--- config.mk ---
export PLATFORM = sky130hd
export DESIGN_NAME = tiny_uart
export DESIGN_NICKNAME = d
export VERILOG_FILES = /design/src/rtl/tu_pkg.sv /design/src/rtl/tu_tick.sv /design/src/rtl/tu_tx.sv /design/src/rtl/tu_rx.sv /design/src/rtl/tu_rxq.sv /design/src/rtl/tiny_uart.sv
export SDC_FILE = /design/constraint.sdc
export NUM_CORES = 1
export LEC_CHECK = 0
export CAP_MARGIN = 20
export CORE_ASPECT_RATIO = 1.1
export CORE_UTILIZATION = 50
export CTS_CLUSTER_SIZE = 14
export DETAILED_ROUTE_END_ITERATION = 10
export GPL_TIMING_DRIVEN = 1
export PLACE_DENSITY = 0.72
export SLEW_MARGIN = 25
export SYNTH_ARGS = -nofsm -noshare
export SYNTH_HDL_FRONTEND = slang
export SYNTH_SLANG_ARGS = --single-unit
--- constraint.sdc ---
create_clock -name clk -period 2.8 [get_ports clk]
set_input_delay 0.28 -clock clk [delete_from_list [all_inputs] [get_ports clk]]
set_output_delay 0.28 -clock clk [all_outputs]
set_load 0.03 [all_outputs]
--- src/rtl/tu_pkg.sv ---
package tu_pkg;
  localparam logic [2:0] MODE_OFF = 3'd7;

  // bit time in units of the fastest rate
  function automatic int unsigned rate_mult(input logic [2:0] m);
    case (m)
      3'd0:    rate_mult = 1;
      3'd1:    rate_mult = 2;
      3'd2:    rate_mult = 3;
      3'd3:    rate_mult = 6;
      3'd4:    rate_mult = 12;
      3'd5:    rate_mult = 24;
      default: rate_mult = 48;
    endcase
  endfunction

  // shift image, bit 0 leaves first
  function automatic logic [10:0] tx_frame(input logic [8:0] d, input logic nine);
    tx_frame = nine ? {1'b1, d, 1'b0} : {2'b11, d[7:0], 1'b0};
  endfunction

  function automatic logic [3:0] frame_bits(input logic nine);
    frame_bits = nine ? 4'd11 : 4'd10;
  endfunction
endpackage

--- src/rtl/tu_tick.sv ---
module tu_tick #(
  parameter int BASE = 8,
  parameter int CW   = 16
) (
  input  logic       clk,
  input  logic       rst_n,
  input  logic [2:0] mode,
  output logic       tick
);
  import tu_pkg::*;
  logic [CW-1:0] cnt;
  logic [CW-1:0] lim;

  always_comb lim = CW'(BASE * rate_mult(mode) - 1);

  always_ff @(posedge clk) begin
    if (!rst_n) cnt <= '0;
    else if (mode == MODE_OFF || cnt >= lim) cnt <= '0;
    else cnt <= cnt + 1'b1;
  end

  assign tick = (mode != MODE_OFF) && (cnt >= lim);
endmodule

--- src/rtl/tu_tx.sv ---
module tu_tx #(
  parameter int OVS = 16
) (
  input  logic       clk,
  input  logic       rst_n,
  input  logic       en,
  input  logic       tick,
  input  logic       cts,
  input  logic       nine,
  input  logic       wr,
  input  logic [8:0] wdata,
  output logic       txd,
  output logic       thr_empty,
  output logic       busy,
  output logic       done
);
  import tu_pkg::*;
  localparam int PW = $clog2(OVS);

  logic          thr_full;
  logic [8:0]    thr;
  logic [10:0]   sh;
  logic [3:0]    left;
  logic [PW-1:0] ph;
  logic          act;
  logic          load;

  assign load = en && tick && !act && thr_full && cts;

  always_ff @(posedge clk) begin
    if (!rst_n) begin
      thr_full <= 1'b0;
      thr      <= '0;
      sh       <= '1;
      left     <= '0;
      ph       <= '0;
      act      <= 1'b0;
      done     <= 1'b0;
    end else begin
      done <= 1'b0;
      if (!en) begin
        thr_full <= 1'b0;
        act      <= 1'b0;
      end else begin
        if (load) begin
          sh       <= tx_frame(thr, nine);
          left     <= frame_bits(nine);
          ph       <= '0;
          act      <= 1'b1;
          thr_full <= 1'b0;
        end else if (act && tick) begin
          if (ph == PW'(OVS - 1)) begin
            ph   <= '0;
            sh   <= {1'b1, sh[10:1]};
            left <= left - 1'b1;
            if (left == 4'd1) begin
              act  <= 1'b0;
              done <= 1'b1;
            end
          end else begin
            ph <= ph + 1'b1;
          end
        end
        if (wr) begin
          thr      <= wdata;
          thr_full <= 1'b1;
        end
      end
    end
  end

  assign txd       = act ? sh[0] : 1'b1;
  assign thr_empty = !thr_full;
  assign busy      = act;
endmodule

--- src/rtl/tu_rx.sv ---
module tu_rx #(
  parameter int OVS = 16
) (
  input  logic       clk,
  input  logic       rst_n,
  input  logic       en,
  input  logic       tick,
  input  logic       nine,
  input  logic       rxd,
  output logic       valid,
  output logic [8:0] data
);
  localparam int PW = $clog2(OVS);
  localparam logic [PW-1:0] MID = PW'(OVS / 2 - 1);

  typedef enum logic [1:0] {HUNT, START, DATA, STOP} rx_st_t;
  rx_st_t        st;
  logic          s1, s2;
  logic [PW-1:0] ph;
  logic [3:0]    idx;
  logic [8:0]    acc;

  always_ff @(posedge clk) begin
    if (!rst_n) begin
      s1 <= 1'b1;
      s2 <= 1'b1;
    end else begin
      s1 <= rxd;
      s2 <= s1;
    end
  end

  always_ff @(posedge clk) begin
    if (!rst_n) begin
      st    <= HUNT;
      ph    <= '0;
      idx   <= '0;
      acc   <= '0;
      valid <= 1'b0;
    end else begin
      valid <= 1'b0;
      if (!en) begin
        st <= HUNT;
      end else if (tick) begin
        case (st)
          HUNT: if (!s2) begin
            st <= START;
            ph <= '0;
          end
          START: begin
            ph <= ph + 1'b1;
            if (ph == MID) begin
              if (s2) st <= HUNT;
              else begin
                st  <= DATA;
                idx <= '0;
                acc <= '0;
              end
            end
          end
          DATA: begin
            ph <= ph + 1'b1;
            if (ph == MID) begin
              acc[idx] <= s2;
              idx      <= idx + 1'b1;
              if (idx == 4'(nine ? 8 : 7)) st <= STOP;
            end
          end
          default: begin
            ph <= ph + 1'b1;
            if (ph == MID) begin
              st    <= HUNT;
              valid <= s2;
            end
          end
        endcase
      end
    end
  end

  assign data = acc;
endmodule

--- src/rtl/tu_rxq.sv ---
module tu_rxq #(
  parameter int DEPTH = 5,
  parameter int W     = 9
) (
  input  logic         clk,
  input  logic         rst_n,
  input  logic         push,
  input  logic [W-1:0] din,
  input  logic         pop,
  output logic [W-1:0] dout,
  output logic         empty,
  output logic         full,
  output logic         drop
);
  assign drop = push && full;

  generate
    if (DEPTH == 1) begin : g_single
      logic         held;
      logic [W-1:0] hold;
      always_ff @(posedge clk) begin
        if (!rst_n) begin
          held <= 1'b0;
          hold <= '0;
        end else if (push && !held) begin
          held <= 1'b1;
          hold <= din;
        end else if (pop) begin
          held <= 1'b0;
        end
      end
      assign dout  = hold;
      assign empty = !held;
      assign full  = held;
    end else begin : g_ring
      localparam int AW = $clog2(DEPTH);
      localparam int CW = $clog2(DEPTH + 1);
      logic [W-1:0]  mem [DEPTH];
      logic [AW-1:0] rp, wp;
      logic [CW-1:0] cnt;
      logic          do_push, do_pop;

      assign full    = (cnt == CW'(DEPTH));
      assign empty   = (cnt == '0);
      assign do_push = push && !full;
      assign do_pop  = pop && !empty;

      always_ff @(posedge clk) begin
        if (do_push) mem[wp] <= din;
      end

      always_ff @(posedge clk) begin
        if (!rst_n) begin
          rp  <= '0;
          wp  <= '0;
          cnt <= '0;
        end else begin
          if (do_push) wp <= (wp == AW'(DEPTH - 1)) ? '0 : wp + 1'b1;
          if (do_pop)  rp <= (rp == AW'(DEPTH - 1)) ? '0 : rp + 1'b1;
          case ({do_push, do_pop})
            2'b10:   cnt <= cnt + 1'b1;
            2'b01:   cnt <= cnt - 1'b1;
            default: cnt <= cnt;
          endcase
        end
      end
      assign dout = mem[rp];
    end
  endgenerate
endmodule

--- src/rtl/tiny_uart.sv ---
module tiny_uart #(
  parameter int BASE      = 8,
  parameter int OVS       = 16,
  parameter int RXQ_DEPTH = 5
) (
  input  logic        clk,
  input  logic        rst_n,
  input  logic        sel,
  input  logic        wr_en,
  input  logic        addr,
  input  logic [15:0] wdata,
  output logic [15:0] rdata,
  output logic        irq,
  output logic        txd,
  input  logic        rxd,
  input  logic        cts,
  output logic        rts
);
  import tu_pkg::*;

  logic [2:0] mode;
  logic       nine, rts_q, ovr, txdone_f;
  logic       wr_stat, wr_tx, rd_stat, rd_data, any_rd;
  logic       mode_off, en, tick;
  logic       thr_empty, tx_busy, tx_done;
  logic       rx_valid;
  logic [8:0] rx_char, q_dout;
  logic       q_empty, q_full, q_drop;
  logic       unused_ok;

  assign wr_stat  = sel && wr_en && !addr;
  assign wr_tx    = sel && wr_en && addr;
  assign rd_stat  = sel && !wr_en && !addr;
  assign rd_data  = sel && !wr_en && addr;
  assign any_rd   = sel && !wr_en;
  assign mode_off = (mode == MODE_OFF);
  assign en       = !mode_off;
  assign unused_ok = ^wdata[15:9];

  tu_tick #(.BASE(BASE)) u_tick (
    .clk(clk), .rst_n(rst_n), .mode(mode), .tick(tick)
  );

  tu_tx #(.OVS(OVS)) u_tx (
    .clk(clk), .rst_n(rst_n), .en(en), .tick(tick), .cts(cts), .nine(nine),
    .wr(wr_tx), .wdata(wdata[8:0]), .txd(txd), .thr_empty(thr_empty),
    .busy(tx_busy), .done(tx_done)
  );

  tu_rx #(.OVS(OVS)) u_rx (
    .clk(clk), .rst_n(rst_n), .en(en), .tick(tick), .nine(nine), .rxd(rxd),
    .valid(rx_valid), .data(rx_char)
  );

  tu_rxq #(.DEPTH(RXQ_DEPTH), .W(9)) u_rxq (
    .clk(clk), .rst_n(rst_n), .push(rx_valid), .din(rx_char), .pop(rd_data),
    .dout(q_dout), .empty(q_empty), .full(q_full), .drop(q_drop)
  );

  always_ff @(posedge clk) begin
    if (!rst_n) begin
      mode     <= MODE_OFF;
      nine     <= 1'b0;
      rts_q    <= 1'b0;
      ovr      <= 1'b0;
      txdone_f <= 1'b0;
    end else begin
      if (wr_stat) begin
        rts_q <= wdata[4];
        mode  <= wdata[7:5];
        nine  <= wdata[8];
      end
      if (q_drop) ovr <= 1'b1;
      else if (rd_stat) ovr <= 1'b0;
      if (!en) txdone_f <= 1'b0;
      else if (tx_done) txdone_f <= 1'b1;
      else if (any_rd) txdone_f <= 1'b0;
    end
  end

  always_comb begin
    rdata = 16'h0000;
    if (any_rd) begin
      if (addr) rdata = {7'b0, q_dout};
      else      rdata = {7'b0, nine, mode, rts_q, cts, ovr, !q_empty, thr_empty};
    end
  end

  assign irq = en && (!q_empty || txdone_f);
  assign rts = rts_q;
endmodule

==> results.md, run 1 <==
- In this run the clock root is driven by a sky130_fd_sc_hd__clkbuf_16.
- Along the worst hold path, the cell count comes to 2.
- The number of hold violations in the final report is 0.
- The via density per instance is 5.94.
- The count of endpoints failing setup in the final report is 0.
- The total CTS buffers is 17.
- The post-synthesis instance area is slightly above 6000 um2.
- In this run the count of I/O pins placed on the die edge is 42.
- Clock-pin slew was measured on the worst setup and hold paths at 0.06 ns.
- Cell internal power was estimated by the tool at 3.52 mW.
- The sequential element share of the synthesized area is 49.8%.
- Of the post-synthesis cell area, the dominant cell type holds around 28%.
- Clock tree synthesis found a total of 132 sinks.
- The floorplan step defined a core boundary enclosing 12,100 um2.
- After detailed routing, the number of remaining DRC violations is 0.
- The number of standard cells after synthesis is 603.
- The final net count is about 710.
- The count of synthesis-stage warnings from yosys is 0.
- The half-perimeter wire length after detailed placement is 9380 um.
- The fraction of synthesis flops using an asynchronous set or reset pin is 0%.
- The fraction of final layout cells sized beyond drive strength 1 is between 15 and 20%.
- Across the whole layout, storage elements account for roughly 3100 um2.
- The clock reaches the later pin of the worst-skew pair after 0.43 ns.
- The total track usage is 23.7%.
- VDD sags by at most 473 uV.
- The routed design has 14,200 um of wire.
- The total power per unit cell area is 587 nW/um2.
- Counting cells, the worst reg-to-reg path comes to 13.
- The worst-case headroom to the max-slew limit is 54.4%.
- Counting flops with a built-in enable in the synthesized netlist gives 45.
- The maximum fanout count along the critical path is 6.
- The upper clock frequency limit is 358 MHz.
- The worst slack at placement is -0.0832 ns.
- The die height is 119 um.
- The number of buffers between clock root and the deepest sink is 2.
- The antenna violation net count after detailed routing is 0.
- The TritonCTS clock tree is yes.
- The total negative slack is 0 ns.
- Synthesis inferred 132 register bits.
- Of the available clock period, the critical path in the final layout requires between 90% and 100%.
- The most frequently used flop master after synthesis is sky130_fd_sc_hd__dfxtp_1.
- The analysis attributes to net switching a power of approximately 950 uW.
- The dominant cell type by area after synthesis is sky130_fd_sc_hd__dfxtp_1.
- By area the synthesized netlist is led by sky130_fd_sc_hd__dfxtp_1 28%, sky130_fd_sc_hd__edfxtp_1 22%, sky130_fd_sc_hd__ha_1 5.6%.
- Registers are responsible for 44.4% of the overall power.
- The first global-routing pass estimated 23,100 um of wire.
- The part of the total power dissipated in the clock network is 51.8%.
- The number of inserted diodes is 0.
- The H-tree was split into 4 levels.
- Compared with the post-synthesis result, the final layout area differs by 22.4%.
- The maximum number of pins on one net before global-route repair is 44.
- Fill cells in the final layout number ~960.
- Setup repair after global routing could not meet its margin everywhere.
- By startpoint and endpoint, the worst setup path is classified as reg2reg.
- The tool flagged a number of max-cap violations equal to 0.
- The worst hold path class is in2reg.
- At the worst endpoint, the required time is 3.12 ns.
- The congestion estimate from routability-driven global placement came to between 0.8 and 0.9.
- Subtracting the final worst setup slack from the clock period gives about 2.8 ns.
- The leakage dissipation is 2.63 nW.
- The worst-case setup margin in the final layout is 0.00791 ns.
- The fraction of power spent switching nets is 21.2%.
- The most common library cell in the layout ignoring fill and taps is sky130_fd_sc_hd__dfxtp_1.
- The row count is 42.
- The number of design-rule violations left by the first detailed-router iteration is ~430.
- The worst clock skew is approximately 0.0068 ns.
- The type of element launching the critical path is a flop.
- The number of pins with negative max-slew slack in the final report is 0.
- The pin slew with the least headroom to its limit is 0.666 ns.
- The floorplan die width is roughly 110 um.
- The count of input and output buffers is 27.
- The signal arrival time at the worst endpoint is 3.11 ns.
- The total overflow reported by the global router is 0.
- The mean area per synthesized cell is 10.3 um2.
- The flow ran to the end, and the final reports show no timing, DRC or antenna violations.
- The total die area is 12,900 um2.
- The initial antenna violation count is 0.
- The worst setup path is captured at a flop.
- Dividing the detail-routed wire length by the instance count gives 17.3 um.
- In the final layout, the multi-input gates occupy 2990 um2.
- The number of global-route vias before repair was 4,762.
- Once the floorplan was initialized, standard cells occupied 51.4% of the core.
- The number of distinct library cells after synthesis is 64.
- In the layout the commonest cells are 85 x sky130_fd_sc_hd__dfxtp_1, 73 x sky130_fd_sc_hd__nand2_1, 45 x sky130_fd_sc_hd__edfxtp_1.
- Per report_power, the combinational group accounts for under 10% of the total.
- The length of the first detailed-routing pass in iterations is 5.
- The final route contains 4,892 vias.
==> layer usage <==
layer	wire, um	up-vias	part of all wire [%]	track usage [%]
li1	-	2339	-	-
met1	6170	2366	43	29.4
met2	7020	152	49	38.4
met3	691	35	4.8	5.91
met4	365	0	2.6	11.0
met5	0	-	0	0
==> area by class of cell <==
class	count	share of cell area [%]
well taps	154	2.54
inverters	22	1.09
clock inverters	14	2.45
flip-flops and latches	132	40.8
repair buffers	66	8.19
multi-input cells	418	39.3
clock buffers	18	5.65
==> synth_stat cells, types with 4 or more instances <==
library cell and number:
sky130_fd_sc_hd__nand2_1 73, sky130_fd_sc_hd__nor4_1 6, sky130_fd_sc_hd__xnor2_1 7, sky130_fd_sc_hd__buf_2 5, sky130_fd_sc_hd__o211ai_1 4, sky130_fd_sc_hd__inv_1 21
sky130_fd_sc_hd__mux2i_1 21, sky130_fd_sc_hd__nor3_1 8, sky130_fd_sc_hd__clkbuf_1 18, sky130_fd_sc_hd__nand4_1 24, sky130_fd_sc_hd__a21oi_1 32, sky130_fd_sc_hd__nand3b_1 9
sky130_fd_sc_hd__xor2_1 10, sky130_fd_sc_hd__o22ai_1 15, sky130_fd_sc_hd__a31oi_1 4, sky130_fd_sc_hd__dfxtp_1 87, sky130_fd_sc_hd__edfxtp_1 45, sky130_fd_sc_hd__o21ai_0 16
sky130_fd_sc_hd__ha_1 28, sky130_fd_sc_hd__nand2b_1 6, sky130_fd_sc_hd__o32a_1 9, sky130_fd_sc_hd__buf_4 8, sky130_fd_sc_hd__mux4_2 9, sky130_fd_sc_hd__nor2_1 40
sky130_fd_sc_hd__nand3_1 24, sky130_fd_sc_hd__or3_1 5, sky130_fd_sc_hd__nor4b_1 4
==> worst max-delay path, cell delays in order (launching register included) <==
cell and delay (ns):
sky130_fd_sc_hd__dfxtp_4 0.38, sky130_fd_sc_hd__nor2_4 0.03, sky130_fd_sc_hd__or2_4 0.25, sky130_fd_sc_hd__ha_4 0.17
sky130_fd_sc_hd__xnor2_2 0.12, sky130_fd_sc_hd__ha_1 0.34, sky130_fd_sc_hd__a21oi_2 0.18, sky130_fd_sc_hd__o221ai_2 0.12
sky130_fd_sc_hd__buf_4 0.17, sky130_fd_sc_hd__a211oi_4 0.29, sky130_fd_sc_hd__a211oi_2 0.05, sky130_fd_sc_hd__buf_4 0.17
sky130_fd_sc_hd__buf_6 0.13, sky130_fd_sc_hd__o32a_1 0.27
==> power by group through the flow <==
stage               Clock, mW  Sequential [mW]  Combinational [mW]
floorplan                   0             2.02               0.102
global placement            0             2.02               0.156
detailed placement          0             2.02               0.159
CTS                      2.33             1.98               0.160
global route             2.43             1.98               0.181
finish                   2.31             1.98               0.169
==> flip-flops by register name, summed over array words and instances, names as in the netlist, 2 cells and up, named ones only <==
name and flops:
u_tx.left 4, u_rx.data 9, u_rx.ph 4, u_rx.st 2
u_tick.cnt 16, u_rxq.g_ring.wp 3, mode 3, u_rxq.g_ring.mem 45
u_rxq.g_ring.rp 3, u_tx.thr 9, u_tx.sh 10, u_rxq.g_ring.cnt 3
u_tx.ph 4, u_rx.idx 4
==> cells by family (layout without fill, tap and decap cells) <==
| family | Yosys count | in the layout | share of synthesized area (%) |
|---|---|---|---|
| AND/OR/NAND/NOR | 224 | 224 | 18.3 |
| flip-flops | 132 | 132 | 49.8 |
| AO/OA/AOI/OAI | 111 | 111 | 12.2 |
| buffers and inverters | 59 | 120 | 4.62 |
| multiplexers | 30 | 30 | 6.65 |
| adder cells (fa/ha/maj) | 29 | 29 | 5.97 |
| XOR/XNOR | 17 | 17 | 2.40 |
| other | 1 | 7 | 0.0604 |
==> final timing paths <==
kind                                            from                 endpoint  slack, ns
worst max-delay path            mode[0]$_SDFFE_PN1P_  u_tx.sh[4]$_SDFFE_PN1P_      0.008
worst min-delay path                             rxd       u_rx.s1$_SDFF_PN1_       0.40
worst max register to register  mode[0]$_SDFFE_PN1P_  u_tx.sh[4]$_SDFFE_PN1P_      0.008
worst min register to register    u_rx.s1$_SDFF_PN1_       u_rx.s2$_SDFF_PN1_       0.41
==> per-stage QoR <==
step	instances	hold slack, ns	cell area, um2	util (%)	total power [mW]
2_1_floorplan	609	0.381	6230	-	2.12
3_3_place_gp	784	0.388	6730	55.7	2.18
3_5_place_dp	784	0.395	6730	55.7	2.18
4_1_cts	819	0.393	7400	61.2	4.47
5_1_grt	824	0.415	7600	62.9	4.59
6_report	824	0.400	7600	62.9	4.46
==> repair_timing <==
action | CTS | global route
cloned | 1 | 0
resized for setup | 8 | 39
endpoints found under the setup margin | 27 | 41
hold buffers | 0 | 0
buffers inserted | 2 | 7
pin swaps | 1 | 21
Note: power is estimated with default switching activity, not from simulation.
==> run 2, diff against run 1 <==
MAX_ROUTING_LAYER = met4   (was not set)
==> run 2 against run 1 <==
Count of clock-buffer cells in the layout stayed put. Global-route usage is 0.70 points higher. Clock skew is 0.00079 ns higher. Setup slack better by 0.029 ns. Critical path depth is 2 lower. Clock power hardly changed. Routed wire length stayed put. Worst hold slack better by 0.0022 ns. Highest routed layer unchanged. Utilization is 0.41 points lower. Via count is 1.2% lower.
==> results.md, run 2 (same netlist as run 1, synthesis figures left out) <==
- Run status: completed (unchanged).
- The worst hold path class is in2reg (unchanged).
- The number of design-rule violations left by the first detailed-router iteration came to 334 (was 432).
- The count of endpoints failing setup in the final report came to 0 (unchanged).
- The total power per unit cell area is 591 nW/um2 (was 587 nW/um2).
- The number of max-cap violations is 0 (unchanged).
- The antenna violation net count after detailed routing was 0 (unchanged).
- The count of pins on the block boundary came to 42 (unchanged).
- The total number of vias is 4,834 (was 4,892).
- The first-pass GRT wire length is 23,200 um (was 23,100 um).
- The final RePlAce weighted congestion is 0.844 (was 0.831).
- The number of pins with negative max-slew slack in the final report is 0 (unchanged).
- The most common library cell in the layout ignoring fill and taps was sky130_fd_sc_hd__dfxtp_1 (unchanged).
- The type of element launching the critical path was a flop (unchanged).
- The signal arrival time at the worst endpoint is 3.08 ns (was 3.11 ns).
- The placed standard-cell area is 6730 um2 (unchanged).
- The mean routed wirelength per cell was 17.3 um (about the same).
- The maximum number of pins on one net before global-route repair came to 44 (unchanged).
- Top library cells by usage in the layout, fill and taps aside: 86 x sky130_fd_sc_hd__dfxtp_1, 73 x sky130_fd_sc_hd__nand2_1, 45 x sky130_fd_sc_hd__edfxtp_1 (was 85 x sky130_fd_sc_hd__dfxtp_1, 73 x sky130_fd_sc_hd__nand2_1, 45 x sky130_fd_sc_hd__edfxtp_1).
- The length of the first detailed-routing pass in iterations is 5 (unchanged).
- The half-perimeter wire length after detailed placement is 9380 um (unchanged).
- Setup repair after global routing missed its margin: yes (unchanged).
- The critical path's slowest cell is sky130_fd_sc_hd__a211oi_4 (was sky130_fd_sc_hd__dfxtp_4).
- The number of global-route vias before repair came to 4,757 (was 4,762).
- The total track usage is 24.4% (was 23.7%).
- The final net count is 707 (was 709).
- The floorplan die width was 108 um (unchanged).
- The final cell area excluding filler cells came to 7550 um2 (was 7600 um2).
- The worst IR drop on VDD is 475 uV (was 473 uV).
- The clock input transition at the sequential cells of the worst setup and hold paths is 0.06 ns (about the same).
- The total overflow reported by the global router came to 0 (unchanged).
- The leakage dissipation is 2.60 nW (was 2.63 nW).
- The total wirelength of the detailed-routed design was 14,200 um (unchanged).
- The endpoint class of the critical path is a flop (unchanged).
- The register ranked first by flip-flop count is u_rxq.g_ring.mem (unchanged).
- The CTS H-tree depth is 4 (unchanged).
- The type of the worst setup path is reg2reg (unchanged).
- The clock latency at the later pin of the worst-skew pair is 0.43 ns (about the same).
- The number of inserted diodes is 0 (unchanged).
- The TritonCTS clock tree is yes (unchanged).
- The worst-case headroom to the max-slew limit was 54.2% (was 54.4%).
- The minimum clock period is 2.76 ns (was 2.79 ns).
- The post-route clock period utilization is 98.7% (was 99.7%).
- The worst clock skew was 0.00759 ns (was 0.00680 ns).
- The initial core utilization is 51.4% (unchanged).
- The total negative slack is 0 ns (unchanged).
- The data required time of the critical path came to 3.12 ns (about the same).
- The via density per instance is 5.88 (was 5.94).
- The pin slew with the least headroom to its limit is 0.670 ns (was 0.666 ns).
- The die height came to 119 um (unchanged).
- The fraction of final layout cells sized beyond drive strength 1 came to 15.9% (was 16.6%).
- The initial antenna violation count is 0 (unchanged).
- The clock tree root driver cell is sky130_fd_sc_hd__clkbuf_16 (unchanged).
- The area growth from synthesis to layout came to 21.6% (was 22.4%).
- The total die area is 12,900 um2 (unchanged).
- Cell Chain, Critical Path: nor2_2 -> or2_4 -> ha_4 -> xnor2_2 -> ha_1 -> a21oi_2 -> o221ai_4 -> a211oi_4 -> a211oi_2 -> buf_4 -> o32a_1 (was nor2_4 -> or2_4 -> ha_4 -> xnor2_2 -> ha_1 -> a21oi_2 -> o221ai_2 -> buf_4 -> a211oi_4 -> a211oi_2 -> buf_4 -> buf_6 -> o32a_1).
- The flip-flop count of the largest register after layout is 45 (unchanged).
- The number of buffers between clock root and the deepest sink is 2 (unchanged).
- The count of input and output buffers is 27 (unchanged).
- The row count was 42 (unchanged).
- Registers with the most flip-flops: u_rxq.g_ring.mem: 45 flops, u_tick.cnt: 16 flops, u_tx.sh: 10 flops (unchanged).
- The final routed DRC violation total was 0 (unchanged).
- The number of sinks driven by the clock tree is 132 (unchanged).
- The total CTS buffers is 17 (unchanged).
- The maximum fanout count along the critical path is 6 (unchanged).
- The final total power is 4.46 mW (about the same).
- The number of hold violations in the final report was 0 (unchanged).
- The upper clock frequency limit is 362 MHz (was 358 MHz).
- The delay of the slowest cell on the worst path came to 0.38 ns (about the same).
- The area of the placeable core is 12,100 um2 (unchanged).
==> run 2: timing repair <==
action / in CTS / in global routing
setup endpoints to repair: 27 / 41
pin swaps: 1 / 11
hold buffers: 0 / 0
buffers inserted: 2 / 3
cloned: 1 / 1
resized for setup: 8 / 29
==> run 2: layout make-up <==
class                   instances  area, um2
multi-input cells             418       2970
repair buffers                 64        593
flip-flops and latches        132       3100
fillers                       972       4540
inverters                      22       82.6
clock buffers                  18        429
well taps                     154        193
clock inverters                14        186
==> run 2: critical path, delay by kind of cell (launching register included) <==
family                   cells  cell delay [ns]
flip-flops                   1             0.36
AO/OA/AOI/OAI                5             1.18
XOR/XNOR                     1             0.13
buffers and inverters        1             0.20
adder cells (fa/ha/maj)      2             0.50
AND/OR/NAND/NOR              2             0.28
==> run 2: final timing paths <==
check | from | end | slack [ns] | cells after the start
max | mode[0]$_SDFFE_PN1P_ | u_tx.sh[9]$_SDFFE_PN1P_ | 0.04 | 11
min | rxd | u_rx.s1$_SDFF_PN1_ | 0.40 | 2
max reg2reg | mode[0]$_SDFFE_PN1P_ | u_tx.sh[9]$_SDFFE_PN1P_ | 0.04 | 11
min reg2reg | u_rx.s1$_SDFF_PN1_ | u_rx.s2$_SDFF_PN1_ | 0.41 | 1
==> run 2: through the flow <==
step / worst slack [ns] / std cells / util [%] / hold WS, ns
2_1_floorplan: 0.0212 / 609 / - / 0.381
3_3_place_gp: -0.0468 / 784 / 55.7 / 0.388
3_5_place_dp: -0.0832 / 784 / 55.7 / 0.395
4_1_cts: 0.0141 / 819 / 61.2 / 0.393
5_1_grt: -0.0665 / 822 / 62.4 / 0.415
6_report: 0.0374 / 822 / 62.4 / 0.402
==> run 2: routing by layer <==
metal / wire length [um] / track usage [%] / share of wire (%)
met3: 692 / 5.86 / 4.9
met2: 7060 / 38.4 / 50
met1: 6130 / 29.5 / 43
met4: 365 / 11.0 / 2.6
met5: 0 / - / 0
==> run 2: power breakdown <==
group	internal, mW	switching [mW]	total (mW)
clock	1.48	0.834	2.32
combinational	0.0604	0.106	0.167
sequential	1.97	0.00643	1.98
==> run 3, diff against run 2 <==
CORE_UTILIZATION = 45   (was 50)
HOLD_SLACK_MARGIN = 0.06   (was not set)
PLACE_DENSITY = 0.66   (was 0.72)
==> run 3 against run 2 <==
Die area grew 11%. Maximum frequency rose by 1.7%. Highest routed layer unchanged. Power shrank 3.9%. Critical path depth up 1. Largest cell class unchanged. Sequential share of layout area fell by 0.18 points. Count of clock-buffer cells in the layout is 1 lower. First-iteration DRC count fell by 22%. Worst hold slack improved by 0.0011 ns. Critical path type unchanged. Utilization fell by 5.5 points. Clock skew is essentially flat. Clock power down 8%.
==> results.md, run 3 (same netlist as run 1, synthesis figures left out) <==
- Cell Chain, Critical Path: nor2_2 -> or2_4 -> ha_4 -> xnor2_2 -> ha_1 -> a21oi_2 -> o221ai_2 -> buf_4 -> a211oi_4 -> a211oi_2 -> buf_4 -> o32a_1 (was nor2_2 -> or2_4 -> ha_4 -> xnor2_2 -> ha_1 -> a21oi_2 -> o221ai_4 -> a211oi_4 -> a211oi_2 -> buf_4 -> o32a_1).
- The initial core utilization was 46.6% (was 51.4%).
- Setup repair after global routing missed its margin: yes (unchanged).
- The worst-case headroom to the max-slew limit is 57.2% (was 54.2%).
- The number of cells on the worst hold path is 3 (was 2).
- The leakage dissipation is 2.60 nW (about the same).
- The pin slew with the least headroom to its limit came to 0.625 ns (was 0.670 ns).
- The minimum clock period is 2.72 ns (was 2.76 ns).
- The first-pass GRT wire length came to 22,600 um (was 23,200 um).
- The register ranked first by flip-flop count is u_rxq.g_ring.mem (unchanged).
- The most common library cell in the layout ignoring fill and taps is sky130_fd_sc_hd__dfxtp_1 (unchanged).
- The half-perimeter wire length after detailed placement was 9540 um (was 9380 um).
- The total track usage is 21.1% (was 24.4%).
- The CTS H-tree depth is 4 (unchanged).
- The row count is 44 (was 42).
- The via density per instance was 5.62 (was 5.88).
- The post-route clock period utilization is 97.0% (was 98.7%).
- The count of input and output buffers came to 27 (unchanged).
- The number of design-rule violations left by the first detailed-router iteration was 262 (was 334).
- The total die area was 14,300 um2 (was 12,900 um2).
- The count of endpoints failing setup in the final report is 0 (unchanged).
- The count of pins on the block boundary came to 42 (unchanged).
- The final-layout fill cell count is 1,141 (was 972).
- Top library cells by usage in the layout, fill and taps aside: 86 x sky130_fd_sc_hd__dfxtp_1, 72 x sky130_fd_sc_hd__nand2_1, 45 x sky130_fd_sc_hd__edfxtp_1 (was 86 x sky130_fd_sc_hd__dfxtp_1, 73 x sky130_fd_sc_hd__nand2_1, 45 x sky130_fd_sc_hd__edfxtp_1).
- The number of pins with negative max-slew slack in the final report is 0 (unchanged).
- The hold buffer count at cts is 0 (unchanged).
- Run status: completed (unchanged).
- The total overflow reported by the global router is 0 (unchanged).
- The data required time of the critical path came to 3.11 ns (was 3.12 ns).
- The number of max-cap violations is 0 (unchanged).
- The flip-flop count of the largest register after layout is 45 (unchanged).
- The delay of the slowest cell on the worst path is 0.37 ns (was 0.38 ns).
- The mean routed wirelength per cell is 16.6 um (was 17.3 um).
- The area growth from synthesis to layout came to 22.1% (was 21.6%).
- The clock input transition at the sequential cells of the worst setup and hold paths is 0.06 ns (about the same).
- The upper clock frequency limit came to 368 MHz (was 362 MHz).
- The final routed DRC violation total is 0 (unchanged).
- The final net count is 712 (was 707).
- The total CTS buffers is 17 (unchanged).
- The maximum number of pins on one net before global-route repair is 45 (was 44).
- The number of inserted diodes is 0 (unchanged).
- The final total power is 4.29 mW (was 4.46 mW).
- The antenna violation net count after detailed routing is 0 (unchanged).
- The total power per unit cell area is 566 nW/um2 (was 591 nW/um2).
- The total wirelength of the detailed-routed design was 14,200 um (about the same).
- The signal arrival time at the worst endpoint is 3.03 ns (was 3.08 ns).
- The critical path's slowest cell is sky130_fd_sc_hd__dfxtp_4 (was sky130_fd_sc_hd__a211oi_4).
- The initial antenna violation count is 0 (unchanged).
- The clock tree root driver cell is sky130_fd_sc_hd__clkbuf_16 (unchanged).
- The number of sinks driven by the clock tree is 132 (unchanged).
- Registers with the most flip-flops: u_rxq.g_ring.mem: 45 flops, u_tick.cnt: 16 flops, u_tx.sh: 10 flops (unchanged).
- The type of element launching the critical path is a flop (unchanged).
- The TritonCTS clock tree was yes (unchanged).
- The tightest hold margin was 0.403 ns (was 0.402 ns).
- The total negative slack was 0 ns (unchanged).
- The type of the worst setup path is reg2reg (unchanged).
- The number of global-route vias before repair is 4,627 (was 4,757).
- The final RePlAce weighted congestion is 0.817 (was 0.844).
- The endpoint class of the critical path is a flop (unchanged).
- The most numerous cell type found on the critical path is sky130_fd_sc_hd__buf_4.
- The length of the first detailed-routing pass in iterations was 4 (was 5).
- The worst IR drop on VDD is 464 uV (was 475 uV).
- The number of hold violations in the final report was 0 (unchanged).
- The clock latency at the later pin of the worst-skew pair is 0.43 ns (about the same).
- The cell family contributing the most delay on the critical path is compound AO/OA/AOI/OAI gates (unchanged).
- The depth of the most critical reg-to-reg path was 12 (was 11).
- The die height came to 125 um (was 119 um).
- The number of buffers between clock root and the deepest sink is 2 (unchanged).
- The fraction of final layout cells sized beyond drive strength 1 came to 16.6% (was 15.9%).
- The worst clock skew is 0.00728 ns (was 0.00759 ns).
- The path length in cells of the critical path is 12 (was 11).
- The worst hold path class was in2reg (unchanged).
- The area of the placeable core is 13,300 um2 (was 12,100 um2).
- The total number of vias came to 4,819 (was 4,834).
- The number of buffer and inverter instances along the worst setup path is 2 (was 1).
- The floorplan die width is 114 um (was 108 um).
- The maximum fanout count along the critical path was 6 (unchanged).
- The reg2reg setup slack came to 0.08 ns (was 0.04 ns).
==> run 3: layer usage <==
layer / part of all wire (%) / global-route usage, % / vias up
met5: 0 / - / -
met4: 2.0 / 8.86 / 0
met3: 5.1 / 4.99 / 30
met2: 49 / 34.2 / 112
met1: 44 / 24.9 / 2334
li1: - / - / 2343
==> run 3: area by class of cell <==
cell class,instances,area [um2],area share (%)
inverter,22,82.6,1.09
clock inverter,15,146,1.93
clock buffer,17,425,5.61
tap,184,230,3.04
sequential,132,3100,40.9
multi-input combinational,418,2960,39.1
timing repair buffer,69,634,8.37
==> run 3: where the power goes <==
group / switching (mW) / total, mW / leakage [nW] / internal [mW]
Clock: 0.898 / 2.14 / 0.277 / 1.24
Sequential: 0.00630 / 1.98 / 1.02 / 1.97
Combinational: 0.106 / 0.171 / 1.30 / 0.0646
==> run 3: per-stage QoR <==
step / worst slack [ns] / instance area, um2 / instances / utilization, %
detailed placement: -0.122 / 6810 / 819 / 51.1
finish: 0.0837 / 7580 / 857 / 56.9
CTS: 0.0140 / 7400 / 852 / 55.5
floorplan: 0.0212 / 6230 / 609 / -
global placement: -0.0276 / 6810 / 819 / 51.1
global route: -0.0255 / 7580 / 857 / 56.9
==> run 3: final timing paths <==
| kind | start | endpoint |
|---|---|---|
| max reg2reg | mode[0]$_SDFFE_PN1P_ | u_tx.sh[6]$_SDFFE_PN1P_ |
| min | wdata[3] | u_tx.thr[3]$_SDFFE_PN0P_ |
| min reg2reg | u_rx.s1$_SDFF_PN1_ | u_rx.s2$_SDFF_PN1_ |
| max | mode[0]$_SDFFE_PN1P_ | u_tx.sh[6]$_SDFFE_PN1P_ |
==> run 3: tightest hold or removal path: stages <==
cell and delay, ns:
sky130_fd_sc_hd__clkdlybuf4s50_1 0.40, sky130_fd_sc_hd__nand2_1 0.06, sky130_fd_sc_hd__a21oi_1 0.05
==> run 3: timing repair <==
action	4_1_cts	5_1_grt
hold endpoints to repair	0	0
setup endpoints to repair	34	52
pin swaps	2	7
gates cloned	0	3
resized for setup	3	33
buffers inserted	1	2
